<file path="src/rtl/pwm_bank_pkg.sv">
package pwm_bank_pkg;

  typedef enum logic [1:0] {
    FLD_PERIOD = 2'd0,
    FLD_DUTY   = 2'd1,
    FLD_CTRL   = 2'd2,
    FLD_RSVD   = 2'd3
  } fld_e;

  // control byte bits [2:0]: center, act_high, run (run is bit 0)
  typedef struct packed {
    logic center;
    logic act_high;
    logic run;
  } ctrl_t;

endpackage

</file>
<file path="src/rtl/pwm_regfile.sv">
module pwm_regfile
  import pwm_bank_pkg::*;
#(
  parameter int NCH = 8,
  parameter int CW  = 8,
  localparam int CH_AW = $clog2(NCH),
  localparam int AW    = CH_AW + 3,
  localparam int NPAIR = NCH / 2
) (
  input  logic                      clk,
  input  logic                      rst,
  input  logic                      wr_en,
  input  logic [AW-1:0]             wr_addr,
  input  logic [CW-1:0]             wr_data,
  output logic [NCH-1:0][CW-1:0]    per_sh,
  output logic [NCH-1:0][CW-1:0]    duty_sh,
  output ctrl_t [NCH-1:0]           ctrl_q,
  output logic [NPAIR-1:0]          cat_q
);

  logic             glob_sel;
  logic [CH_AW-1:0] ch_sel;
  fld_e             fld_sel;

  assign glob_sel = wr_addr[AW-1];
  assign ch_sel   = wr_addr[AW-2:2];
  assign fld_sel  = fld_e'(wr_addr[1:0]);

  always_ff @(posedge clk) begin
    if (rst) begin
      per_sh  <= '0;
      duty_sh <= '0;
      ctrl_q  <= '0;
      cat_q   <= '0;
    end else if (wr_en) begin
      if (glob_sel) begin
        // a pair may only be joined or split while both halves are stopped
        for (int p = 0; p < NPAIR; p++) begin
          if (!ctrl_q[2*p].run && !ctrl_q[2*p+1].run) begin
            cat_q[p] <= wr_data[p];
          end
        end
      end else begin
        case (fld_sel)
          FLD_PERIOD: per_sh[ch_sel]  <= wr_data;
          FLD_DUTY:   duty_sh[ch_sel] <= wr_data;
          FLD_CTRL:   ctrl_q[ch_sel]  <= ctrl_t'(wr_data[2:0]);
          default:    ;
        endcase
      end
    end
  end

endmodule

</file>
<file path="src/rtl/pwm_core.sv">
module pwm_core #(
  parameter int W = 8
) (
  input  logic         clk,
  input  logic         rst,
  input  logic         tick,
  input  logic         run,
  input  logic         act_high,
  input  logic         center,
  input  logic [W-1:0] per_sh,
  input  logic [W-1:0] duty_sh,
  output logic         pin
);

  logic [W-1:0] cnt;
  logic [W-1:0] per_a;
  logic [W-1:0] duty_a;
  logic         down;
  logic         active;
  logic         left_end;
  logic         top_hit;
  logic         bottom_hit;

  // full-on when duty reaches the period, so the center peak does not drop out
  assign active     = (duty_a != '0) && ((duty_a >= per_a) || (cnt < duty_a));
  assign left_end   = (per_a == '0) || (cnt >= per_a - 1'b1);
  assign top_hit    = (cnt >= per_a);
  assign bottom_hit = (cnt <= W'(1));

  always_ff @(posedge clk) begin
    if (rst) begin
      cnt    <= '0;
      per_a  <= '0;
      duty_a <= '0;
      down   <= 1'b0;
      pin    <= 1'b1;
    end else begin
      pin <= run ? (active ~^ act_high) : ~act_high;
      if (!run) begin
        cnt    <= '0;
        down   <= 1'b0;
        per_a  <= per_sh;
        duty_a <= duty_sh;
      end else if (tick) begin
        if (!center) begin
          down <= 1'b0;
          if (left_end) begin
            cnt    <= '0;
            per_a  <= per_sh;
            duty_a <= duty_sh;
          end else begin
            cnt <= cnt + 1'b1;
          end
        end else if (!down) begin
          if (top_hit) begin
            if (per_a <= W'(1)) begin
              cnt    <= '0;
              per_a  <= per_sh;
              duty_a <= duty_sh;
            end else begin
              cnt  <= cnt - 1'b1;
              down <= 1'b1;
            end
          end else begin
            cnt <= cnt + 1'b1;
          end
        end else begin
          if (bottom_hit) begin
            cnt    <= '0;
            down   <= 1'b0;
            per_a  <= per_sh;
            duty_a <= duty_sh;
          end else begin
            cnt <= cnt - 1'b1;
          end
        end
      end
    end
  end

endmodule

</file>
<file path="src/rtl/pwm_pair.sv">
module pwm_pair
  import pwm_bank_pkg::*;
#(
  parameter int CW = 8,
  localparam int WW = 2 * CW
) (
  input  logic          clk,
  input  logic          rst,
  input  logic          tick,
  input  logic          cat,
  input  ctrl_t         c_lo,
  input  ctrl_t         c_hi,
  input  logic [CW-1:0] per_lo,
  input  logic [CW-1:0] duty_lo,
  input  logic [CW-1:0] per_hi,
  input  logic [CW-1:0] duty_hi,
  output logic [1:0]    pins
);

  logic [WW-1:0] per_wide;
  logic [WW-1:0] duty_wide;
  logic          run_lo;

  assign per_wide  = cat ? {per_hi, per_lo}   : {{CW{1'b0}}, per_hi};
  assign duty_wide = cat ? {duty_hi, duty_lo} : {{CW{1'b0}}, duty_hi};
  assign run_lo    = c_lo.run & ~cat;

  pwm_core #(.W(CW)) u_lo (
    .clk      (clk),
    .rst      (rst),
    .tick     (tick),
    .run      (run_lo),
    .act_high (c_lo.act_high),
    .center   (c_lo.center),
    .per_sh   (per_lo),
    .duty_sh  (duty_lo),
    .pin      (pins[0])
  );

  pwm_core #(.W(WW)) u_hi (
    .clk      (clk),
    .rst      (rst),
    .tick     (tick),
    .run      (c_hi.run),
    .act_high (c_hi.act_high),
    .center   (c_hi.center),
    .per_sh   (per_wide),
    .duty_sh  (duty_wide),
    .pin      (pins[1])
  );

endmodule

</file>
<file path="src/rtl/pwm_bank.sv">
module pwm_bank
  import pwm_bank_pkg::*;
#(
  parameter int NCH = 8,
  parameter int CW  = 8,
  localparam int AW = $clog2(NCH) + 3
) (
  input  logic           clk,
  input  logic           rst,
  input  logic           tick,
  input  logic           wr_en,
  input  logic [AW-1:0]  wr_addr,
  input  logic [CW-1:0]  wr_data,
  output logic [NCH-1:0] pwm_out
);

  localparam int NPAIR = NCH / 2;

  logic [NCH-1:0][CW-1:0] per_sh;
  logic [NCH-1:0][CW-1:0] duty_sh;
  ctrl_t [NCH-1:0]        ctrl_q;
  logic [NPAIR-1:0]       cat_q;

  pwm_regfile #(.NCH(NCH), .CW(CW)) u_regs (
    .clk     (clk),
    .rst     (rst),
    .wr_en   (wr_en),
    .wr_addr (wr_addr),
    .wr_data (wr_data),
    .per_sh  (per_sh),
    .duty_sh (duty_sh),
    .ctrl_q  (ctrl_q),
    .cat_q   (cat_q)
  );

  for (genvar p = 0; p < NPAIR; p++) begin : g_pair
    pwm_pair #(.CW(CW)) u_pair (
      .clk     (clk),
      .rst     (rst),
      .tick    (tick),
      .cat     (cat_q[p]),
      .c_lo    (ctrl_q[2*p]),
      .c_hi    (ctrl_q[2*p+1]),
      .per_lo  (per_sh[2*p]),
      .duty_lo (duty_sh[2*p]),
      .per_hi  (per_sh[2*p+1]),
      .duty_hi (duty_sh[2*p+1]),
      .pins    (pwm_out[2*p+1:2*p])
    );
  end

endmodule

</file>
<file path="config.mk">
export PLATFORM = sky130hd
export DESIGN_NAME = pwm_bank
export DESIGN_NICKNAME = d
export VERILOG_FILES = /design/src/rtl/pwm_bank_pkg.sv /design/src/rtl/pwm_regfile.sv /design/src/rtl/pwm_core.sv /design/src/rtl/pwm_pair.sv /design/src/rtl/pwm_bank.sv
export SDC_FILE = /design/constraint.sdc
export NUM_CORES = 2
export LEC_CHECK = 0
export BUFFER_PORTS_ARGS = -buffer_cell sky130_fd_sc_hd__buf_2
export CORE_ASPECT_RATIO = 0.6
export CORE_MARGIN = 5
export CORE_UTILIZATION = 40
export CTS_CLUSTER_SIZE = 28
export DETAILED_ROUTE_END_ITERATION = 8
export PLACE_DENSITY_LB_ADDON = 0.05
export SLEW_MARGIN = 0
export SYNTH_ARGS = -nofsm -noshare
export SYNTH_HDL_FRONTEND = slang
export SYNTH_SLANG_ARGS = --single-unit
</file>
<file path="constraint.sdc">
create_clock -name clk -period 3.75 [get_ports clk]
set_input_delay 0.1875 -clock clk [delete_from_list [all_inputs] [get_ports clk]]
set_output_delay 0.1875 -clock clk [all_outputs]
set_load 0.02 [all_outputs]
</file>
After elaboration in Yosys (flattened, before gate mapping)
Cells that the tools add are included.

storage, ports and cells
  register bits = 460
  latch bits = 0
  ROM bits = 0
  output and inout port bits = 8
  logic and storage cells = 549
  RAM bits = 0
  input port bits = 18
  memories kept = 0

operators by class
  magnitude comparators = 50
  div/mod/pow operators = 0
  reduce and logical (&&, ||, !) cells = 77
  multiplexer cells = 239
  shifts and indexed selects = 0
  equal/unequal tests = 42
  bitwise logic cells = 33
  multipliers = 0
  add/sub/neg operators = 24

operators by type and width
  kind                                                                     number
  16-bit two-way mux                                                       96
  8-bit two-way mux                                                        89
  16-bit greater-or-equal comparator                                       12
  64-bit bitwise mux                                                       2
  16-bit by 1-bit <= comparator with 1-bit output (second input constant)  8
  16-bit by 1-bit subtractor with 16-bit output (second input constant)    8
  8-bit greater-or-equal comparator                                        12
  16-bit by 1-bit adder with 16-bit output (second input constant)         4
  8-bit by 1-bit <= comparator with 1-bit output (second input constant)   8
  16-bit zero test                                                         4
  16-bit < comparator                                                      4
  4-bit by 2-bit != test with 1-bit output (second input constant)         16
  16-bit nonzero test                                                      4
  8-bit by 1-bit subtractor with 8-bit output (second input constant)      8
  1-bit two-way mux                                                        48
  5-bit AND reduction                                                      8
  8-bit by 1-bit adder with 8-bit output (second input constant)           4
  8-bit zero test                                                          4
  8-bit < comparator                                                       4
  4-bit by 3-bit != test with 1-bit output (second input constant)         8
  8-bit nonzero test                                                       4
  24-bit bitwise mux                                                       1
  8-bit demux with 3-bit select                                            1
  1-bit inverter                                                           21
  17 further kinds                                                         87

Depth between registers and ports, before layout
  word-level depth = 7
  gate-level depth with buffers = 18
  depth with buffers taken out = 15

Modules after synthesis
A second synthesis with hierarchy kept.

unflattened totals
  cells, all modules = 4197
  area, all modules = 36082.1 um^2

by module, submodules not included
  module                                 cells an instance  seq. area each (um^2)  area an instance (um^2)  instances
  pwm_core at g_pair[2].u_pair.u_hi ...  610                1001.0                 4922.2                   2
  pwm_core at g_pair[0].u_pair.u_lo ...  288                520.5                  2326.0                   3
  pwm_regfile                            553                3123.0                 6163.4                   1
  pwm_core at g_pair[0].u_pair.u_hi      569                1001.0                 4730.8                   1
  pwm_core at g_pair[1].u_pair.u_hi      569                1001.0                 4698.3                   1
  pwm_core at g_pair[1].u_pair.u_lo      278                520.5                  2421.1                   1
  pwm_pair                               36                 0.0                    311.5                    4

Least setup slack after synthesis
OpenSTA, ideal clock, no wires.

  path type = register -> register
  start point = reg g_pair[1].u_pair.u_hi.per_a[4]
  end point = reg g_pair[1].u_pair.u_hi.duty_a[6]
  stages on the path, launching flop included = 17
  setup slack = 0.009 ns
  clock period less this slack = 3.741 ns
  library setup time = 0.138 ns
  arrival time = 3.604 ns
  buffers on the path = 3
  path through = dfxtp_1 -> or4_1 -> nor2_1 -> nand2_1 -> nor4_1 -> xnor2_1 -> ha_1 -> o211a_1 -> nand4_1 -> or4_1 -> a21oi_1 -> o32a_1 -> buf_2 -> a31o_2 -> buf_2 -> buf_1 -> a211oi_1

between the ends
  longest elaborated chain between the ends = 5
  elaborated cells between the ends (all ways) = 10
  classes of those cells = add/sub (1); order compare (3); eq/ne (3); reduce/logical (3)

ends and longest elaborated chain
  element                                                    line            RTL
  start: declaration                                         pwm_core.sv:16  logic [W-1:0] per_a;
  start signal: assignment                                   pwm_core.sv:42  per_a <= per_sh;
  start signal: assignment                                   pwm_core.sv:49  per_a <= per_sh;
  start signal: assignment                                   pwm_core.sv:58  per_a <= per_sh;
  16-bit by 1-bit subtractor with 16-bit output              pwm_core.sv:26  assign left_end = (per_a == '0) || (cnt >= per_a - 1'b1);
  16-bit greater-or-equal comparator                         pwm_core.sv:26
  1-bit logical OR                                           pwm_core.sv:26
  3-bit by 1-bit != test with 1-bit output (no source line)  -
  5-bit AND reduction (no source line) (*)                   -
  end signal: assignment                                     pwm_core.sv:43  duty_a <= duty_sh;
  end signal: assignment                                     pwm_core.sv:50  duty_a <= duty_sh;
  end signal: assignment                                     pwm_core.sv:59  duty_a <= duty_sh;
  end: declaration                                           pwm_core.sv:17  logic [W-1:0] duty_a;

Mark *: on every way between the ends. The rest lies on a longest branch, timed or not.
A chain may end at the register's enable or synchronous reset.

Final worst setup path
  start point = reg g_pair[1].u_pair.u_hi.per_a[5]
  end point = reg g_pair[1].u_pair.u_hi.cnt[8]

between the ends
  longest elaborated chain between the ends = 5
  elaborated cells between the ends (all ways) = 11
  classes of those cells = add/sub (1); order compare (3); mux (5); reduce/logical (2)

ends and longest elaborated chain
  element                                                                                                                  line                            RTL
  16-bit by 1-bit subtractor with 16-bit output / 16-bit by 1-bit <= comparator with 1-bit output (equally long branches)  pwm_core.sv:26, pwm_core.sv:56
  16-bit greater-or-equal comparator / 16-bit two-way mux (equally long branches)                                          pwm_core.sv:26, pwm_core.sv:56
  1-bit logical OR / 16-bit two-way mux (equally long branches)                                                            pwm_core.sv:26, pwm_core.sv:55
  16-bit two-way mux, on equally long branches                                                                             pwm_core.sv:47, pwm_core.sv:54
  16-bit two-way mux (*)                                                                                                   pwm_core.sv:45                  if (!center) begin
  end signal: assignment                                                                                                   pwm_core.sv:52                  cnt <= cnt + 1'b1;
  end signal: assignment                                                                                                   pwm_core.sv:61                  cnt <= cnt - 1'b1;
  end signal: assignment                                                                                                   pwm_core.sv:65                  cnt <= cnt + 1'b1;
  end: declaration                                                                                                         pwm_core.sv:15                  logic [W-1:0] cnt;

Marks and branches as above.

==> reports/summary.txt <==
Result of the run -> finished with violations
Violations in the final reports -> negative setup slack
Finish-stage setup viols -> 39
Critical path data arrival time -> 4.29 ns
Count of endpoints failing hold in the final timing report -> 0
Number of DRC violations after detailed routing -> 0
Worst-case headroom to the max-slew limit -> 0.220
Via-per-instance ratio -> 5.66
TritonCTS clock tree -> yes
Maximum number of pins on one net before global-route repair -> 163
Critical path capture point type -> flop
GRT Total Usage -> 0.244
Number of nets still failing antenna checks after routing -> 0
Site Rows -> 80
Layout Utilization -> 0.459
Worst Setup Path Type -> flop to flop
Post-synthesis to final-layout area growth -> 14.0%
Input/output buffers -> 25
Share of layout cells above drive strength 1 -> 0.0998
Global placer's final weighted congestion -> 0.862
Clk root buf -> clkbuf_16
Number of pins exceeding their max-slew limit in the final report -> 0
Die Footprint -> 85,800 µm²
Total power of the final layout -> 0.0110 W
Period utilisation layout -> 1.01
Slew at the pin closest to its max-slew limit -> 1.17 ns
Via count of the first global-routing pass -> 25,800
Clock transition at the registers of the reported paths -> 0.07 ns
Ranking of synthesized cells by instance count -> nor2_1 (469), dfxtp_1 (460), ha_1 (420), mux2i_1 (287), nand2_1 (243)
Area share of the largest cell type after synthesis -> 0.288
Asr flop ratio synth -> 0
Largest buffer count on any clock path -> 3
Crit path largest cell delay -> 0.55 ns
Sequential fraction of the synthesis area -> 0.288
Startpoint Class -> flop
Insertion delay to the later sink of the worst-skew pair -> 0.63 ns
Placeable core region -> 79,400 µm²
Maximum ir drop on the vdd rail -> 290 µV
First-pass GRT wire length -> 166,000 µm
Final WL -> 108,000 µm
Largest fanout of any net on the critical path -> 5
Cell types occupying the most area after synthesis -> dfxtp_1 (29%), ha_1 (16%), mux2i_1 (9.0%), nor2_1 (5.5%), a21oi_1 (3.7%)
Max Freq -> 263 MHz
EDFF count, synth -> 0
Yosys Warn Count -> 0
Cell variety after synth -> 82
Total number of vias -> 28,500
Cell area after technology mapping -> 31,900 µm²
Initial antenna violation count -> 4
TritonCTS Buffers -> 51
Setup slack after layout -> -0.0540 ns
Chip Width -> 375 µm
Max capacitance violation total -> 0
Cell with the largest stage delay on the worst path -> or4_4
Req. time, crit path -> 4.24 ns
Starting Density -> 0.403
Fin crit period -> 3.80 ns
Post-detailed-route wirelength per cell -> 21.5 µm
Setup Skew -> 0.0223 ns
Path category of the worst min-delay check -> primary input to flop
Slack of the worst reg-to-reg path -> -0.05 ns
H-tree Lvls -> 2
Hpwl dp -> 80,400 µm
PwrDens -> 303 nW/µm²
Drt first pass iters -> 5
Layout Nets -> 4,378
Overflow left after global routing -> 0
Number of DRC violations after detailed-routing iteration 0 -> 2,835
Number of top-level pins -> 26
Die height -> 229 µm
RSZ-0062 raised after global routing -> true
Synthesized instance count -> 3,877
Worst hold slack -> 0.0815 ns
Post-synth top area cell -> dfxtp_1
Dominant register cell in the synthesized netlist -> dfxtp_1
Series of cell instances along the critical path -> or4_4 > nor2_4 > nand2_2 > nor4_4 > xnor2_1 > ha_1 > o211a_1 > nand4_1 > or4_4 > a21oi_2 > o32a_1 > buf_6 > buf_6 > clkbuf_16 > o22ai_2 > nand3b_1 > a21oi_1
Number of register bits inferred by synthesis -> 460
Cell with the most instances after synthesis -> nor2_1
Net count after synthesis -> 4,315
Total leakage power -> 15.2 nW
Average cell area after synthesis -> 8.24 µm²
Clock sinks -> 460
[path summary, 6_finish.rpt]
kind                                               startpoint                                         to  cells past startpoint
hold reg to reg                u_regs.ctrl_q[13]$_SDFFE_PP0P_             u_regs.ctrl_q[13]$_SDFFE_PP0P_                      2
setup reg to reg  g_pair[1].u_pair.u_hi.per_a[5]$_SDFFE_PP0P_  g_pair[1].u_pair.u_hi.cnt[8]$_SDFFE_PP0P_                     17
setup / recovery  g_pair[1].u_pair.u_hi.per_a[5]$_SDFFE_PP0P_  g_pair[1].u_pair.u_hi.cnt[8]$_SDFFE_PP0P_                     17
hold / removal                                     wr_addr[2]              u_regs.ctrl_q[7]$_SDFFE_PP0P_                      4
[repair_timing]
action                     in CTS  in global routing
hold buffers                    3                  0
resized for setup               1                 74
pin swaps                       0                 42
hold endpoints to repair       62                  0
setup endpoints to repair      33                164
cloned                          0                  5
setup buffers                   1                  5
[metal layers]
metal / wire, µm / up-vias / global-route usage
met5: 39 / - / 0
met4: 1140 / 6 / 0.0309
met3: 8700 / 84 / 0.0545
met2: 34900 / 839 / 0.271
met1: 63500 / 13400 / 0.441
li1: - / 14200 / -
[layout make-up]
type / count / area (µm²)
timing repair buffer: 214 / 1810
multi-input combinational: 2974 / 21300
clock inverter: 24 / 388
fill: 7940 / 42900
sequential: 460 / 9210
tap: 1066 / 1330
inverter: 239 / 898
clock buffer: 67 / 1450
antenna: 1 / 2.50
[sequential cells by signal, summed over array words and instances, names as in the netlist]
register and flops:
g_pair.u_pair.u_lo.cnt 32, g_pair.u_pair.u_lo.per_a 32, u_regs.cat_q 4, u_regs.per_sh 64, g_pair.u_pair.u_hi.duty_a 64, g_pair.u_pair.u_lo.down 4, g_pair.u_pair.u_hi.cnt 64, u_regs.ctrl_q 24
g_pair.u_pair.u_lo.duty_a 32, g_pair.u_pair.u_lo.pin 4, u_regs.duty_sh 64, g_pair.u_pair.u_hi.down 4, g_pair.u_pair.u_hi.per_a 64, g_pair.u_pair.u_hi.pin 4
[metrics by stage]
step	instance area [µm²]	std cells	setup TNS [ns]	worst slack, ns
after floorplan	31900	3877	0	0.00884
after global placement	34000	4939	0	0.0783
after detailed placement	34000	4939	-2.86	-0.140
after CTS	35900	5034	0	0.00388
after global routing	36400	5045	-8.43	-0.227
final	36400	5045	-1.35	-0.0540
[layout by cell type (no fill, tap or decap), types with 45 or more instances in the layout]
| cell | count |
|---|---|
| a211oi_1 | 81 |
| a21o_1 | 50 |
| a21oi_1 | 229 |
| buf_4 | 163 |
| clkbuf_16 | 56 |
| dfxtp_1 | 459 |
| ha_1 | 420 |
| inv_1 | 238 |
| mux2i_1 | 287 |
| nand2_1 | 241 |
| nand3_1 | 163 |
| nand4_1 | 45 |
| nor2_1 | 467 |
| nor3_1 | 91 |
| nor4_1 | 56 |
| o21ai_0 | 124 |
| xnor2_1 | 89 |
[cell families (layout without fill, tap and decap cells)]
logic type	count (synthesis)	in the layout	share of synthesized area
AOI/OAI and AO/OA	831	831	0.174
xor gates and xnor gates	108	108	0.0296
adders and majority gates	420	420	0.164
buffers and inverters	443	544	0.0546
DFF	460	460	0.288
muxes	293	293	0.0920
other	0	1	0
and+or+nand+nor	1322	1322	0.197
[where the power goes]
group | internal [W] | switching, W
Sequential | 0.00490 | 0.0000169
Combinational | 0.000163 | 0.000350
Clock | 0.00329 | 0.00233
Total | 0.00835 | 0.00269
[critical path: cells and delay by family (launching register included)]
family                     cells  cell delay (ns)
and+or+nand+nor                7             1.80
AOI/OAI and AO/OA              5             0.71
buffers and inverters          3             0.43
adders and majority gates      1             0.33
DFF                            1             0.32
xor gates and xnor gates       1             0.11
(Power assumes the default switching activity.)
